**src/rtl/task_ret_stack.sv**
```systemverilog
module task_ret_stack #(
  parameter int TASKS = 4,
  parameter int DEPTH = 4,
  parameter int WIDTH = 32,
  parameter int PCW   = 16
) (
  input  logic                     clk,
  input  logic                     rst,
  input  logic [$clog2(TASKS)-1:0] task_id,
  input  logic                     op_call,
  input  logic                     op_ret,
  input  logic                     op_push,
  input  logic                     op_pop,
  input  logic                     op_peek,
  input  logic [WIDTH-1:0]         push_data,
  input  logic [PCW-1:0]           pc_in,
  input  logic                     mode_in,
  input  logic                     z_in,
  input  logic                     c_in,
  input  logic                     wr_z,
  input  logic                     wr_c,
  output logic [WIDTH-1:0]         pop_data,
  output logic [PCW-1:0]           pc_out,
  output logic                     mode_out,
  output logic                     z_out,
  output logic                     c_out,
  output logic                     overflow,
  output logic                     underflow,
  output logic                     op_clash
);
  localparam int PW    = $clog2(DEPTH);
  localparam int CW    = $clog2(DEPTH + 1);
  localparam int C_BIT = PCW;
  localparam int Z_BIT = PCW + 1;
  localparam int M_BIT = PCW + 2;

  logic [WIDTH-1:0] mem  [TASKS][DEPTH];
  logic [PW-1:0]    wptr [TASKS];
  logic [CW-1:0]    cnt  [TASKS];

  logic [4:0]       ops;
  logic             single, is_wr, is_rd, is_drop, do_ret, empty, full;
  logic [PW-1:0]    sel_ptr, top_idx, nxt_ptr;
  logic [WIDTH-1:0] call_word, wr_word, top_word;

  assign ops      = {op_call, op_ret, op_push, op_pop, op_peek};
  assign single   = $onehot(ops);
  assign op_clash = (ops != 5'd0) && !single;

  assign sel_ptr  = wptr[task_id];
  assign empty    = (cnt[task_id] == '0);
  assign full     = (cnt[task_id] == CW'(DEPTH));
  assign top_idx  = (sel_ptr == '0) ? PW'(DEPTH - 1) : sel_ptr - 1'b1;
  assign nxt_ptr  = (sel_ptr == PW'(DEPTH - 1)) ? '0 : sel_ptr + 1'b1;

  assign is_wr    = single && (op_call || op_push);
  assign is_rd    = single && (op_ret || op_pop || op_peek);
  assign is_drop  = single && (op_ret || op_pop);
  assign do_ret   = single && op_ret;

  assign call_word = {{(WIDTH - PCW - 3){1'b0}}, mode_in, z_in, c_in, pc_in};
  assign wr_word   = op_call ? call_word : push_data;
  assign top_word  = empty ? '0 : mem[task_id][top_idx];

  assign pop_data  = is_rd ? top_word : '0;
  assign underflow = is_rd && empty;
  assign overflow  = is_wr && full;

  assign pc_out   = do_ret ? top_word[PCW-1:0] : pc_in;
  assign mode_out = do_ret ? top_word[M_BIT]   : mode_in;
  assign z_out    = (do_ret && wr_z) ? top_word[Z_BIT] : z_in;
  assign c_out    = (do_ret && wr_c) ? top_word[C_BIT] : c_in;

  always_ff @(posedge clk) begin
    if (is_wr) mem[task_id][sel_ptr] <= wr_word;
  end

  always_ff @(posedge clk) begin
    if (rst) begin
      for (int t = 0; t < TASKS; t++) begin
        wptr[t] <= '0;
        cnt[t]  <= '0;
      end
    end else if (is_wr) begin
      wptr[task_id] <= nxt_ptr;
      if (!full) cnt[task_id] <= cnt[task_id] + 1'b1;
    end else if (is_drop && !empty) begin
      wptr[task_id] <= top_idx;
      cnt[task_id]  <= cnt[task_id] - 1'b1;
    end
  end
endmodule

```
**config.mk**
```make
export PLATFORM = sky130hd
export DESIGN_NAME = task_ret_stack
export DESIGN_NICKNAME = d
export VERILOG_FILES = /design/src/rtl/task_ret_stack.sv
export SDC_FILE = /design/constraint.sdc
export NUM_CORES = 1
export LEC_CHECK = 0
export ABC_CLOCK_PERIOD_IN_PS = 5690
export BUFFER_PORTS_ARGS = -buffer_cell sky130_fd_sc_hd__buf_2
export CORE_ASPECT_RATIO = 1.4
export CORE_MARGIN = 5
export CORE_UTILIZATION = 40
export CTS_CLUSTER_DIAMETER = 150
export DETAILED_ROUTE_END_ITERATION = 10
export PLACE_DENSITY = 0.58
export SYNTH_ARGS = -nofsm -noshare
export SYNTH_HDL_FRONTEND = slang
export SYNTH_SLANG_ARGS = --single-unit
```
**constraint.sdc**
```tcl
create_clock -name clk -period 5.69 [get_ports clk]
set_clock_uncertainty 0.2 [all_clocks]
set_input_delay 0 -clock clk [delete_from_list [all_inputs] [get_ports clk]]
set_output_delay 0 -clock clk [all_outputs]
set_load 0.005 [all_outputs]
```
== After elaboration in Yosys (flattened, before gate mapping) ==
Memory sizes are Yosys's and may differ from the RTL's.
Cells that the tools add are included.

* Register bits: 0
* Latch bits: 0
* Memory bits (writable): 532
* Bits in read-only memories: 0
* Bits of input ports: 62
* Output and inout bits: 54
* Word-level logic and storage cells: 78
* Memories: 3

* Add/sub/neg operators: 8
* $mul: 0
* Divide/modulo/power cells: 0
* Magnitude comparators: 3
* Equal/unequal tests: 3
* Shifts and indexed selects: 0
* Muxes and demuxes: 36
* Bitwise logic cells: 4
* Reduce and logical (&&, ||, !) cells: 21

{| class="wikitable"
|+ Memories
! memory !! depth !! width !! rd ports !! clocked after memory_dff !! wr ports !! line !! text
|-
| mem || 4 || 128 || 1 || 0 || 1 || 37 || <nowiki>logic [WIDTH-1:0] mem [TASKS][DEPTH];</nowiki>
|-
| cnt || 4 || 3 || 1 || 0 || 4 || 39 || <nowiki>logic [CW-1:0] cnt [TASKS];</nowiki>
|-
| wptr || 4 || 2 || 1 || 0 || 4 || 38 || <nowiki>logic [PW-1:0] wptr [TASKS];</nowiki>
|}

{| class="wikitable"
|+ Operators by type and width
! cell !! number
|-
| $mux 32 || 6
|-
| $mux 128 || 1
|-
| $bmux 32 s2 || 1
|-
| $demux 32 s2 || 1
|-
| $mux 1 || 18
|-
| $mux 16 || 1
|-
| $mux 2 || 6
|-
| $logic_and 1x1->1 || 11
|-
| $ge 3x3->1 const B || 2
|-
| $mux 3 || 2
|-
| $not 2->3 || 2
|-
| $reduce_bool 5->1 || 1
|-
| $add 1x1->2 || 2
|-
| $add 2x2->3 || 1
|-
| $add 3x1->3 || 1
|-
| $add 3x1->3 const B || 1
|-
| $eq 3x1->1 const B || 1
|-
| $eq 3x3->1 const B || 1
|-
| $logic_not 3->1 || 1
|-
| $logic_or 1x1->1 || 3
|-
| $lt 3x1->1 const B || 1
|-
| $reduce_or 3->1 || 1
|-
| $sub 3x1->3 const B || 1
|-
| $add 2x1->2 const B || 1
|-
| other kinds (6) || 8
|}

== Logic depth before layout (Yosys ltp) ==
Gate-level depths: netlist of the first run.

* Depth after elaboration: 13
* Gate-level depth with buffers: 14
* Depth with buffers taken out: 12

== Worst setup path before layout of the first run ==
OpenSTA, ideal clock, no wires.

* Path kind: input to register
* Start point: in op_call
* End point: mem mem[2][100] (netlist bit) (enable)
* Library setup time: 0.392 ns
* Arrival time: 3.400 ns
* Setup slack: 1.698 ns
* Stages: 11
* Buffers on the path: 3
* Path through: clkbuf_1 clkbuf_1 inv_1 fa_1 fa_1 inv_1 ha_1 nor3_2 nor2b_1 clkbuf_1 and3_1

* Cells in the longest elaborated chain, start to end: 5
* Elaborated cells between the ends (all ways): 6
* Those cells by class: add/sub: 1; eq/ne: 1; mux: 2; reduce/logical: 2

{| class="wikitable"
|+ Ends and longest elaborated chain
! what !! line !! text
|-
| start, declared || 10 || <nowiki>input logic op_call,</nowiki>
|-
| $add 3x1->3 (implied by the code) || 47 || <nowiki>assign single = $onehot(ops);</nowiki>
|-
| $eq 3x1->1 || 47 ||
|-
| $logic_and 1x1->1 * || 56 || <nowiki>assign is_wr = single && (op_call || op_push);</nowiki>
|-
| $mux 1 * || 75 || <nowiki>if (is_wr) mem[task_id][sel_ptr] <= wr_word;</nowiki>
|-
| $mux 128 (implied by the code) * || 75 ||
|-
| end, declared || 37 ||
|}

Mark *: on every way between the ends. The rest lies on a longest branch, timed or not.

== Worst setup path after layout of the first run ==
* Start point: mem wptr[0][0] (netlist bit)
* End point: out pc_out[2]

* Cells in the longest elaborated chain, start to end: 9
* Elaborated cells between the ends (all ways): 10
* Those cells by class: add/sub: 1; mux: 6; bitwise: 1; reduce/logical: 1; memory: 1

{| class="wikitable"
|+ Ends and longest elaborated chain
! what !! line !! text
|-
| start, declared || 38 ||
|-
| $mem_v2 4x2 * || n/a ||
|-
| $sub 2x1->2 or $logic_not 2->1 (tied branches) || 53 || <nowiki>assign top_idx = (sel_ptr == '0) ? PW'(DEPTH - 1) : sel_ptr - 1'b1;</nowiki>
|-
| $mux 2 * || 53 ||
|-
| $not 2->3 (implied by the code) * || 63 || <nowiki>assign top_word = empty ? '0 : mem[task_id][top_idx];</nowiki>
|-
| $bmux 32 s2 * || 63 ||
|-
| $mux 32 (implied by the code) * (2 in a row) || 63 ||
|-
| $mux 32 * || 63 ||
|-
| $mux 16 * || 69 || <nowiki>assign pc_out = do_ret ? top_word[PCW-1:0] : pc_in;</nowiki>
|-
| end, declared || 23 || <nowiki>output logic [PCW-1:0] pc_out,</nowiki>
|}

Mark *: on every way between the ends. The rest lies on a longest branch, timed or not. The select of a mux whose other input is x is not followed.

==> impl_metrics.env, run 1 <==
export IMPL_grt_pass1_wl_um=73000
export IMPL_startpoint_type="register"
export IMPL_cp_end_kind="output port"
export IMPL_synth_simple_area_share=0.0400
export IMPL_post_route_min_period_ns=4.11
export IMPL_path_clk_slew_ns=0.06
export IMPL_synthDistinctLibCells=39
export IMPL_p_leak_uw=0.00811
export IMPL_synth_compound_area_frac=0.0180
export IMPL_die_area_sq_um=58500
export IMPL_path_class="register to output port"
export IMPL_grt_pass1_vias=11000
export IMPL_antenna_found_initial=2
export IMPL_post_route_period_util=0.722
export IMPL_muxShareOfSynthArea=0.176
export IMPL_path_buf_inv=3
export IMPL_finalSetupTns_ns=0
export IMPL_max_freq_ghz=0.243
export IMPL_max_vdd_ir_drop_mv=0.197
export IMPL_nFillCells=4405
export IMPL_syn_cell_area_sq_um=21500
export IMPL_yosysSeqAreaShare=0.743
export IMPL_relSlewSlack=0.215
export IMPL_cts_htree_levels=2
export IMPL_grt_overflow=0
export IMPL_grt_max_degree=89
export IMPL_drv_slew=0
export IMPL_drv_cap=0
export IMPL_yosys_area_share_xor_xnor=0.000815
export IMPL_fp_dieH_um=284
export IMPL_fin_nets=1258
export IMPL_ant_nets=0
export IMPL_slowest_stage="a211oi_1"
export IMPL_status="complete, no violations"
export IMPL_cts_buffer_depth=3
export IMPL_synth_avg_cell_area_sq_um=21.3
export IMPL_holdCritStartpoint="op_call"
export IMPL_drt_wl_total_um=49600
export IMPL_area_growth_pct=15.8
export IMPL_ios=116
export IMPL_r2r_start="wptr[1][0]"
export IMPL_critPathTopFamily="compound AO/OA/AOI/OAI gates"
export IMPL_clk_latency_ns=0.56
export IMPL_tightestPinTransition_ns=1.18
export IMPL_cts_resized=0
export IMPL_coreArea_sq_um=53200
export IMPL_wire_per_inst_um=25.5
export IMPL_worstPathArrival_ns=3.91
export IMPL_syn_nets=1079
export IMPL_crit_chain="mux2i_1 > mux2i_1 > inv_1 > ha_2 > or2_1 > o22ai_4 > buf_4 > nor2b_1 > a211oi_1 > o31ai_1 > buf_2"
export IMPL_cts_sinks=532
export IMPL_ys_warn_count=0
export IMPL_cpPeakStageDelay_ns=0.64
export IMPL_synth_top_family_by_area="multiplexers"
export IMPL_setup_viol=0
export IMPL_gp_congestion=0.747
export IMPL_drive_gt1_frac=0.318
export IMPL_via_per_inst=5.28
export IMPL_portBuffers=115
export IMPL_required_ns=5.49
export IMPL_ys_seq_elements=532
export IMPL_rsz0062_at_grt="no"
export IMPL_synthAdderAreaFrac=0.00570
export IMPL_fin_hold_ws_ns=0.0723
export IMPL_crit_fanout=47
export IMPL_worst_r2r_path_depth=6
export IMPL_initial_core_util=0.404
export IMPL_netlist_instances=1009
export IMPL_cpMostUsedCell="mux2i_1"
export IMPL_cp_num_cells=11
export IMPL_first_pass_iters=4
export IMPL_final_hold_viol_count=0
export IMPL_drt_initial_drc_count=648
export IMPL_final_common_cell="edfxtp_1"
export IMPL_critPathLaunch="wptr[0][0]"
export IMPL_cts_tree="done"
export IMPL_clock_root_buffer="clkbuf_16"
export IMPL_hpwl_um=29900
export IMPL_worstHoldPathType="input port to register"
export IMPL_final_cell_mix="edfxtp_1 (532), mux4_2 (149), buf_2 (113), dlygate4sd3_1 (52), clkbuf_16 (50)"
export IMPL_powerDensity_nw_per_um2=334
export IMPL_vias=10300
export IMPL_die_w_um=206
export IMPL_num_rows=100
export IMPL_cts_made_buffers=49
export IMPL_drc=0
export IMPL_grt_total_usage=0.170
export IMPL_holdPathStages=4
[synthesized netlist by cell type]
cell       instances  area (sq um)
xnor2_1            2          17.5
o21bai_4           1          18.8
nor2b_1           48           300
and3_1            12          75.1
nand2b_2           1          8.76
a41oi_1            1          8.76
nand2_2            1          6.26
nand2_1           25          93.8
nand2b_1           3          18.8
inv_1             15          56.3
buf_1              6          22.5
nor3_1            24           120
nor2_1            15          56.3
mux2i_4            1          22.5
mux2_2            19           214
buf_4              7          52.6
mux4_2           149          3360
or2_1              1          6.26
and2_1            21           131
or3_1              1          6.26
nor4_1             1          6.26
a211oi_1          15           113
clkbuf_1          18          67.6
buf_2             21           105
or2_2              1          6.26
nor3_2             1          10.0
o21ai_1            3          15.0
mux2i_1           19           190
o21ba_2            1          10.0
ha_1               5          62.6
o31ai_1           16           120
o21ai_0           11          55.1
fa_1               3          60.1
buf_6              4          45.0
a22o_1             2          17.5
nor2b_4            1          13.8
edfxtp_1         532         16000
o2111ai_1          1          8.76
o22ai_4            1          20.0
[what timing repair did]
action / CTS / global route
hold buffers: 52 / 0
buffers inserted: 0 / 0
hold endpoints to repair: 540 / 0
[worst reg2reg max path, delay by kind of cell (launching register included)]
kind,cells,cell delay (ns)
flops,1,0.36
simple gates,1,0.70
buf+inv,2,0.51
mux,2,0.67
fa+ha+maj,1,0.22
[cells by family (layout without fill, tap and decap cells)]
group | count (synthesis) | count (layout)
mux | 188 | 188
simple gates | 156 | 156
fa+ha+maj | 8 | 8
buf+inv | 71 | 290
xor+xnor | 2 | 2
other cells | 0 | 1
compound gates | 52 | 52
flops | 532 | 532
[final cells by class]
cell class / instances / area (sq um) / share of cell area
diodes: 1 / 2.50 / 0.000101
clock buffers: 64 / 1300 / 0.0524
clock inverters: 27 / 231 / 0.00930
inverters: 15 / 56.3 / 0.00226
multi-input cells: 406 / 5190 / 0.209
flip-flops and latches: 532 / 16000 / 0.642
well taps: 714 / 893 / 0.0359
repair buffers: 184 / 1240 / 0.0498
[routing by layer]
metal | GRT usage | vias to the layer above | part of all wire | routed length (um)
met5 | 0 | - | 0.00026 | 13
met4 | 0.0593 | 2 | 0.035 | 1720
met3 | 0.0204 | 88 | 0.030 | 1470
met2 | 0.327 | 182 | 0.57 | 28400
met1 | 0.191 | 5450 | 0.36 | 18100
li1 | - | 4532 | - | -
[report_power, final]
group	internal, uW	switching (uW)	total (uW)
Clock	1800	1370	3170
Combinational	307	441	748
Sequential	4380	9.62	4390
[stage by stage]
step                      worst slack, ns  area [sq um]   util  cells  total power (uW)
after floorplan                      1.70         21500      -   1009              4930
after global placement               1.63         22800  0.429   1799              5210
after detailed placement             1.59         22800  0.429   1799              5220
after CTS                            1.47         24900  0.468   1942              8410
after global routing                 1.33         24900  0.468   1943              8620
final                                1.58         24900  0.468   1943              8310
[registers in the layout, summed over array words and instances (netlist names)]
name  cells
wptr      8
mem     512
cnt      12
[worst paths after layout]
path	to	slack (ns)
hold / removal	mem[3][83]	0.07
hold reg to reg	cnt[3][0]	0.67
setup / recovery	pc_out[2]	1.58
setup reg to reg	mem[3][98]	2.73
Note: power is estimated with default switching activity, not from simulation.
==> run 2, diff against run 1 <==
- ABC_CLOCK_PERIOD_IN_PS: 5690 -> 3400
- PLACE_DENSITY: 0.58 -> 0.6
- clock period: 5.69 -> 3.4 ns (I/O delays scaled with it)
==> run 2 against run 1 <==
  * Count of clock-buffer cells in the layout is 4 lower
  * Sequential power is 67% higher
  * Routed wire length is 3.1% lower
  * First-iteration DRC count is 32% higher
  * Critical endpoint is now pop_data[30]
  * Global-route usage is 0.39 points lower
  * Sequential cell count stayed put
  * Total power is 66% higher
  * Clock power is 61% higher
  * Largest power group unchanged
  * Via count is 2.2% higher
==> impl_metrics.env, run 2 (synthesis gave the netlist of run 1 again) <==
export IMPL_status="complete, no violations"
export IMPL_holdCritStartpoint="op_pop"
export IMPL_drc=0
export IMPL_cts_htree_levels=2
export IMPL_initial_core_util=0.404
export IMPL_p_int_uw=10800
export IMPL_fin_area_sq_um=25700
export IMPL_num_rows=100
export IMPL_crit_fanout=41
export IMPL_final_common_cell="edfxtp_1"
export IMPL_wire_per_inst_um=24.2
export IMPL_startpoint_type="input port"
export IMPL_cts_tree="done"
export IMPL_p_seq_frac=0.533
export IMPL_antenna_found_initial=0
export IMPL_largest_reg_flops=512
export IMPL_top_regs="mem x512, cnt x12, wptr x8"
export IMPL_holdPathStages=6
export IMPL_grt_max_degree=80
export IMPL_ios=116
export IMPL_post_route_min_period_ns=3.26
export IMPL_worst_r2r_path_depth=6
export IMPL_portBuffers=115
export IMPL_fp_dieH_um=284
export IMPL_hpwl_um=29500
export IMPL_r2r_start="cnt[1][0]"
export IMPL_top_register="mem"
export IMPL_worstHoldEndpoint="wptr[3][1]"
export IMPL_p_leak_uw=0.00840
export IMPL_grt_total_usage=0.166
export IMPL_clkPwrFrac=0.371
export IMPL_switching_share=0.220
export IMPL_switchingPower_uw=3040
export IMPL_cts_made_buffers=49
export IMPL_path_clk_slew_ns=0.06
export IMPL_die_w_um=206
export IMPL_tightestPinTransition_ns=1.10
export IMPL_powerDensity_nw_per_um2=537
export IMPL_finalSetupTns_ns=0
export IMPL_power_uw=13800
export IMPL_p_comb_frac=0.096
export IMPL_drive_gt1_frac=0.355
export IMPL_post_route_period_util=0.960
export IMPL_worstHoldPathType="input port to register"
export IMPL_grt_pass1_wl_um=72900
export IMPL_first_pass_iters=4
export IMPL_n_antenna_cell=0
export IMPL_clk_latency_ns=0.55
export IMPL_worstPathArrival_ns=3.06
export IMPL_cts_buffer_depth=3
export IMPL_drv_slew=0
export IMPL_ant_nets=0
export IMPL_die_area_sq_um=58500
export IMPL_drt_wl_total_um=48100
export IMPL_cts_sinks=532
export IMPL_drv_cap=0
export IMPL_clock_root_buffer="clkbuf_16"
export IMPL_drt_initial_drc_count=856
export IMPL_final_hold_viol_count=0
export IMPL_cp_end_kind="output port"
export IMPL_area_growth_pct=19.5
export IMPL_setup_viol=0
export IMPL_relSlewSlack=0.264
export IMPL_path_class="input port to output port"
export IMPL_timing_rr_end="cnt[1][1]"
export IMPL_rrSetupSlack_ns=0.59
export IMPL_fin_nets=1304
export IMPL_vias=10500
export IMPL_via_per_inst=5.27
export IMPL_max_vdd_ir_drop_mv=0.345
export IMPL_gp_congestion=0.755
export IMPL_grt_pass1_vias=11300
export IMPL_rsz0062_at_grt="yes"
export IMPL_max_freq_ghz=0.306
export IMPL_fin_util=0.483
export IMPL_coreArea_sq_um=53200
export IMPL_required_ns=3.20
export IMPL_place_area_sq_um=23500
export IMPL_final_cell_mix="edfxtp_1 (532), mux4_2 (149), buf_2 (113), dlygate4sd3_1 (55), clkbuf_16 (50)"
export IMPL_grt_overflow=0
export IMPL_fin_hold_ws_ns=0.0726
## run 2: power by group through the flow
stage               clock, uW  sequential, uW  combinational, uW
global route             5530            7350               1450
global placement            0            7490               1250
CTS                      5230            7350               1360
finish                   5110            7350               1330
detailed placement          0            7490               1260
floorplan                   0            7480                788
## run 2: worst max-delay path by stage
stage / end / cells past startpoint / start
2_1_floorplan: cnt[0][2] / 14 / op_call
3_3_place_gp: cnt[3][0] / 11 / op_ret
3_5_place_dp: cnt[3][2] / 11 / op_ret
4_1_cts: pc_out[1] / 11 / wptr[3][1]
5_1_grt: pop_data[7] / 11 / wptr[0][0]
6_report: pop_data[30] / 8 / task_id[1]
## run 2: what timing repair did
item / in CTS / in global routing
gates resized for setup: 10 / 13
hold endpoints to repair: 546 / 0
pin swaps: 1 / 1
hold buffers: 55 / 0
gates cloned: 1 / 0
buffers inserted: 3 / 3
endpoints found under the setup margin: 35 / 39
## run 2: final cells by class
class / count / area (sq um)
Multi-Input combinational cell: 406 / 5330
Clock buffer: 60 / 1290
Tap cell: 714 / 893
Inverter: 15 / 56.3
Timing Repair Buffer: 230 / 1950
Fill cell: 4391 / 27500
Sequential cell: 532 / 16000
Clock inverter: 30 / 193
## run 2: per-stage QoR
stage / instances / worst slack [ns]
final: 1987 / 0.137
after global routing: 1987 / -0.0107
after CTS: 1985 / 0.0136
after detailed placement: 1836 / 0.123
after global placement: 1836 / 0.206
after floorplan: 1009 / 0.0323
## run 2: critical path, stage by stage
cell and delay [ns]:
dlygate4sd3_1 0.54, buf_6 0.15, buf_4 0.51, buf_4 0.58
mux4_2 0.40, mux4_2 0.53, nor2b_1 0.15, buf_2 0.13
## run 2: routing by layer
metal	share of wire	GRT usage	wire length (um)
met5	0	0	0
met1	0.41	0.218	19700
met3	0.037	0.0202	1770
met2	0.54	0.299	25900
met4	0.015	0.0338	720
==> run 3, diff against run 2 <==
- ABC_AREA: not set -> 1
==> run 3 against run 2 <==
  * Sequential cell count is the same
  * Combinational power is essentially flat
  * First-iteration DRC count grew 25%
  * Critical endpoint is now pop_data[28]
  * Sequential power is essentially flat
  * Via count grew 37%
  * Fmax grew 2.2%
  * Largest power group unchanged
==> impl_metrics.env, run 3 <==
export IMPL_nFillCells=4916
export IMPL_num_rows=101
export IMPL_gp_congestion=0.828
export IMPL_final_common_cell="nand2_1"
export IMPL_synth_simple_area_share=0.212
export IMPL_cts_sinks=532
export IMPL_multi_input_area_sq_um=5440
export IMPL_syn_cell_area_sq_um=22000
export IMPL_synth_compound_area_frac=0.0234
export IMPL_final_hold_viol_count=0
export IMPL_cts_buffer_depth=3
export IMPL_ios=116
export IMPL_coreArea_sq_um=54300
export IMPL_synth_top_cell_area_share=0.726
export IMPL_final_cell_mix="nand2_1 (870), edfxtp_1 (532), nand3_1 (126), buf_2 (115), nor2_1 (104)"
export IMPL_fin_nets=2163
export IMPL_muxShareOfSynthArea=0
export IMPL_holdPathStages=3
export IMPL_drt_wl_total_um=55800
export IMPL_startpoint_type="register"
export IMPL_grt_pass1_vias=14400
export IMPL_grt_overflow=0
export IMPL_crit_fanout=37
export IMPL_path_clk_slew_ns=0.06
export IMPL_synth_largest_area_cell="edfxtp_1"
export IMPL_synthMostInstantiatedCell="nand2_1"
export IMPL_relSlewSlack=0.149
export IMPL_r2r_start="wptr[0][1]"
export IMPL_fin_hold_ws_ns=0.0161
export IMPL_hpwl_um=34400
export IMPL_post_route_min_period_ns=3.19
export IMPL_tightestPinTransition_ns=1.27
export IMPL_p_leak_uw=0.00984
export IMPL_cts_setup_buffers=0
export IMPL_drc=0
export IMPL_worst_r2r_path_depth=11
export IMPL_via_per_inst=5.03
export IMPL_synthAdderAreaFrac=0.00557
export IMPL_antenna_found_initial=0
export IMPL_clk_latency_ns=0.55
export IMPL_synth_avg_cell_area_sq_um=11.4
export IMPL_worstHoldEndpoint="mem[1][73]"
export IMPL_ff_latch_area_sq_um=16000
export IMPL_wire_per_inst_um=19.6
export IMPL_grt_pass1_wl_um=84700
export IMPL_portBuffers=115
export IMPL_clock_root_buffer="clkbuf_16"
export IMPL_grt_total_usage=0.183
export IMPL_drv_cap=0
export IMPL_ys_seq_elements=532
export IMPL_n_antenna_cell=0
export IMPL_top_regs="mem x512, cnt x12, wptr x8"
export IMPL_synthArstFlopShare=0
export IMPL_drive_gt1_frac=0.139
export IMPL_netlist_instances=1927
export IMPL_syn_nets=1997
export IMPL_max_vdd_ir_drop_mv=0.331
export IMPL_holdCritStartpoint="push_data[9]"
export IMPL_synth_area_leaders="edfxtp_1 (73%), nand2_1 (15%), nand3_1 (2.9%)"
export IMPL_first_pass_iters=5
export IMPL_top_register="mem"
export IMPL_rrSetupSlack_ns=0.96
export IMPL_synthDistinctLibCells=27
export IMPL_worstPathArrival_ns=2.99
export IMPL_power_uw=13900
export IMPL_powerDensity_nw_per_um2=541
export IMPL_path_class="register to output port"
export IMPL_ant_nets=0
export IMPL_timing_rr_end="wptr[2][0]"
export IMPL_post_route_period_util=0.939
export IMPL_yosysSeqAreaShare=0.726
export IMPL_finalSetupTns_ns=0
export IMPL_die_w_um=208
export IMPL_grt_max_degree=134
export IMPL_dp_cells=2742
export IMPL_ys_dominant_reg_cell="edfxtp_1"
export IMPL_vias=14300
export IMPL_worstHoldPathType="input port to register"
export IMPL_fp_dieH_um=287
export IMPL_synthTopCellsByCount="nand2_1 (870), edfxtp_1 (532), nand3_1 (128)"
export IMPL_required_ns=3.20
export IMPL_max_freq_ghz=0.313
export IMPL_largest_reg_flops=512
export IMPL_synth_top_family_by_area="simple AND/OR/NAND/NOR gates"
export IMPL_drt_initial_drc_count=1072
export IMPL_cts_made_buffers=49
export IMPL_rsz0062_at_grt="no"
export IMPL_setup_viol=0
export IMPL_ys_warn_count=0
export IMPL_synth_edf_count=532
export IMPL_drv_slew=0
export IMPL_initial_core_util=0.405
export IMPL_cts_tree="done"
export IMPL_cts_htree_levels=2
export IMPL_cp_end_kind="output port"
export IMPL_fin_cells=2850
export IMPL_area_growth_pct=16.9
export IMPL_die_area_sq_um=59800
export IMPL_status="complete, no violations"
export IMPL_yosys_area_share_xor_xnor=0
==> run 3: changes by cell type after synthesis, sizes merged, moves of 24 or more <==
| cell | delta |
|---|---|
| nand2 | +850 |
| mux4 | -149 |
| nand3 | +130 |
| nor2 | +111 |
| a21oi | +51 |
| nor2b | -49 |
| buf | +38 |
| inv | +35 |
| a22oi | +27 |
| nand4 | +26 |
| nor3 | -24 |
==> run 3: metal layers <==
metal	wire length, um	part of all wire	vias up	GRT usage
met4	2290	0.041	0	0.0718
met5	0	0	-	0
met3	2190	0.039	111	0.0223
met1	21700	0.39	6980	0.210
met2	29600	0.53	367	0.346
li1	-	-	6869	-
==> run 3: metrics by stage <==
step	utilization	setup slack [ns]	instance area, sq um
6_report	0.473	0.207	25700
5_1_grt	0.473	0.0116	25700
4_1_cts	0.473	0.0475	25700
3_5_place_dp	0.441	0.171	24000
3_3_place_gp	0.441	0.196	24000
2_1_floorplan	-	-0.238	22000
==> run 3: kinds of logic (layout without fill, tap and decap cells) <==
logic type / Yosys count / in the layout
fa+ha+maj: 8 / 8
buf+inv: 143 / 345
flops: 532 / 532
simple gates: 1159 / 1159
compound gates: 85 / 85
==> run 3: what timing repair did <==
item                       in CTS  in global routing
hold buffers                   21                  0
setup endpoints to repair       2                 24
resized for setup               2                 10
hold endpoints to repair      274                  0
==> run 3: final cells by class <==
class,instances,area share
clock buffer,57,0.0489
clock inverter,30,0.00944
inverter,52,0.00779
multi-input combinational,1252,0.212
sequential,532,0.621
tap,721,0.0351
timing repair buffer,206,0.0659
==> run 3: worst max-delay path: stages (launching register included) <==
cell,delay [ns]
edfxtp_1,0.37
a22oi_1,0.20
inv_1,0.09
a221oi_4,0.26
ha_2,0.25
inv_1,0.10
nand2_2,0.14
clkbuf_8,0.34
nand2_1,0.10
nand3_1,0.19
nand2_1,0.08
nor2_1,0.15
buf_2,0.13
==> run 3: power breakdown <==
group	internal, uW	leakage, uW	switching (uW)
clock network	2940	0.000736	2260
logic	391	0.00425	960
registers	7330	0.00485	18.1
total	10700	0.00984	3240
==> run 3: worst max path at each step <==
stage,end,startpoint,slack (ns)
after global routing,pop_data[28],wptr[0][1],0.01
after floorplan,mem[0][0],op_call,-0.24
after global placement,mem[3][42],op_call,0.20
after detailed placement,mem[3][50],op_call,0.17
after CTS,pop_data[22],wptr[0][1],0.05
final,pop_data[28],wptr[0][1],0.21
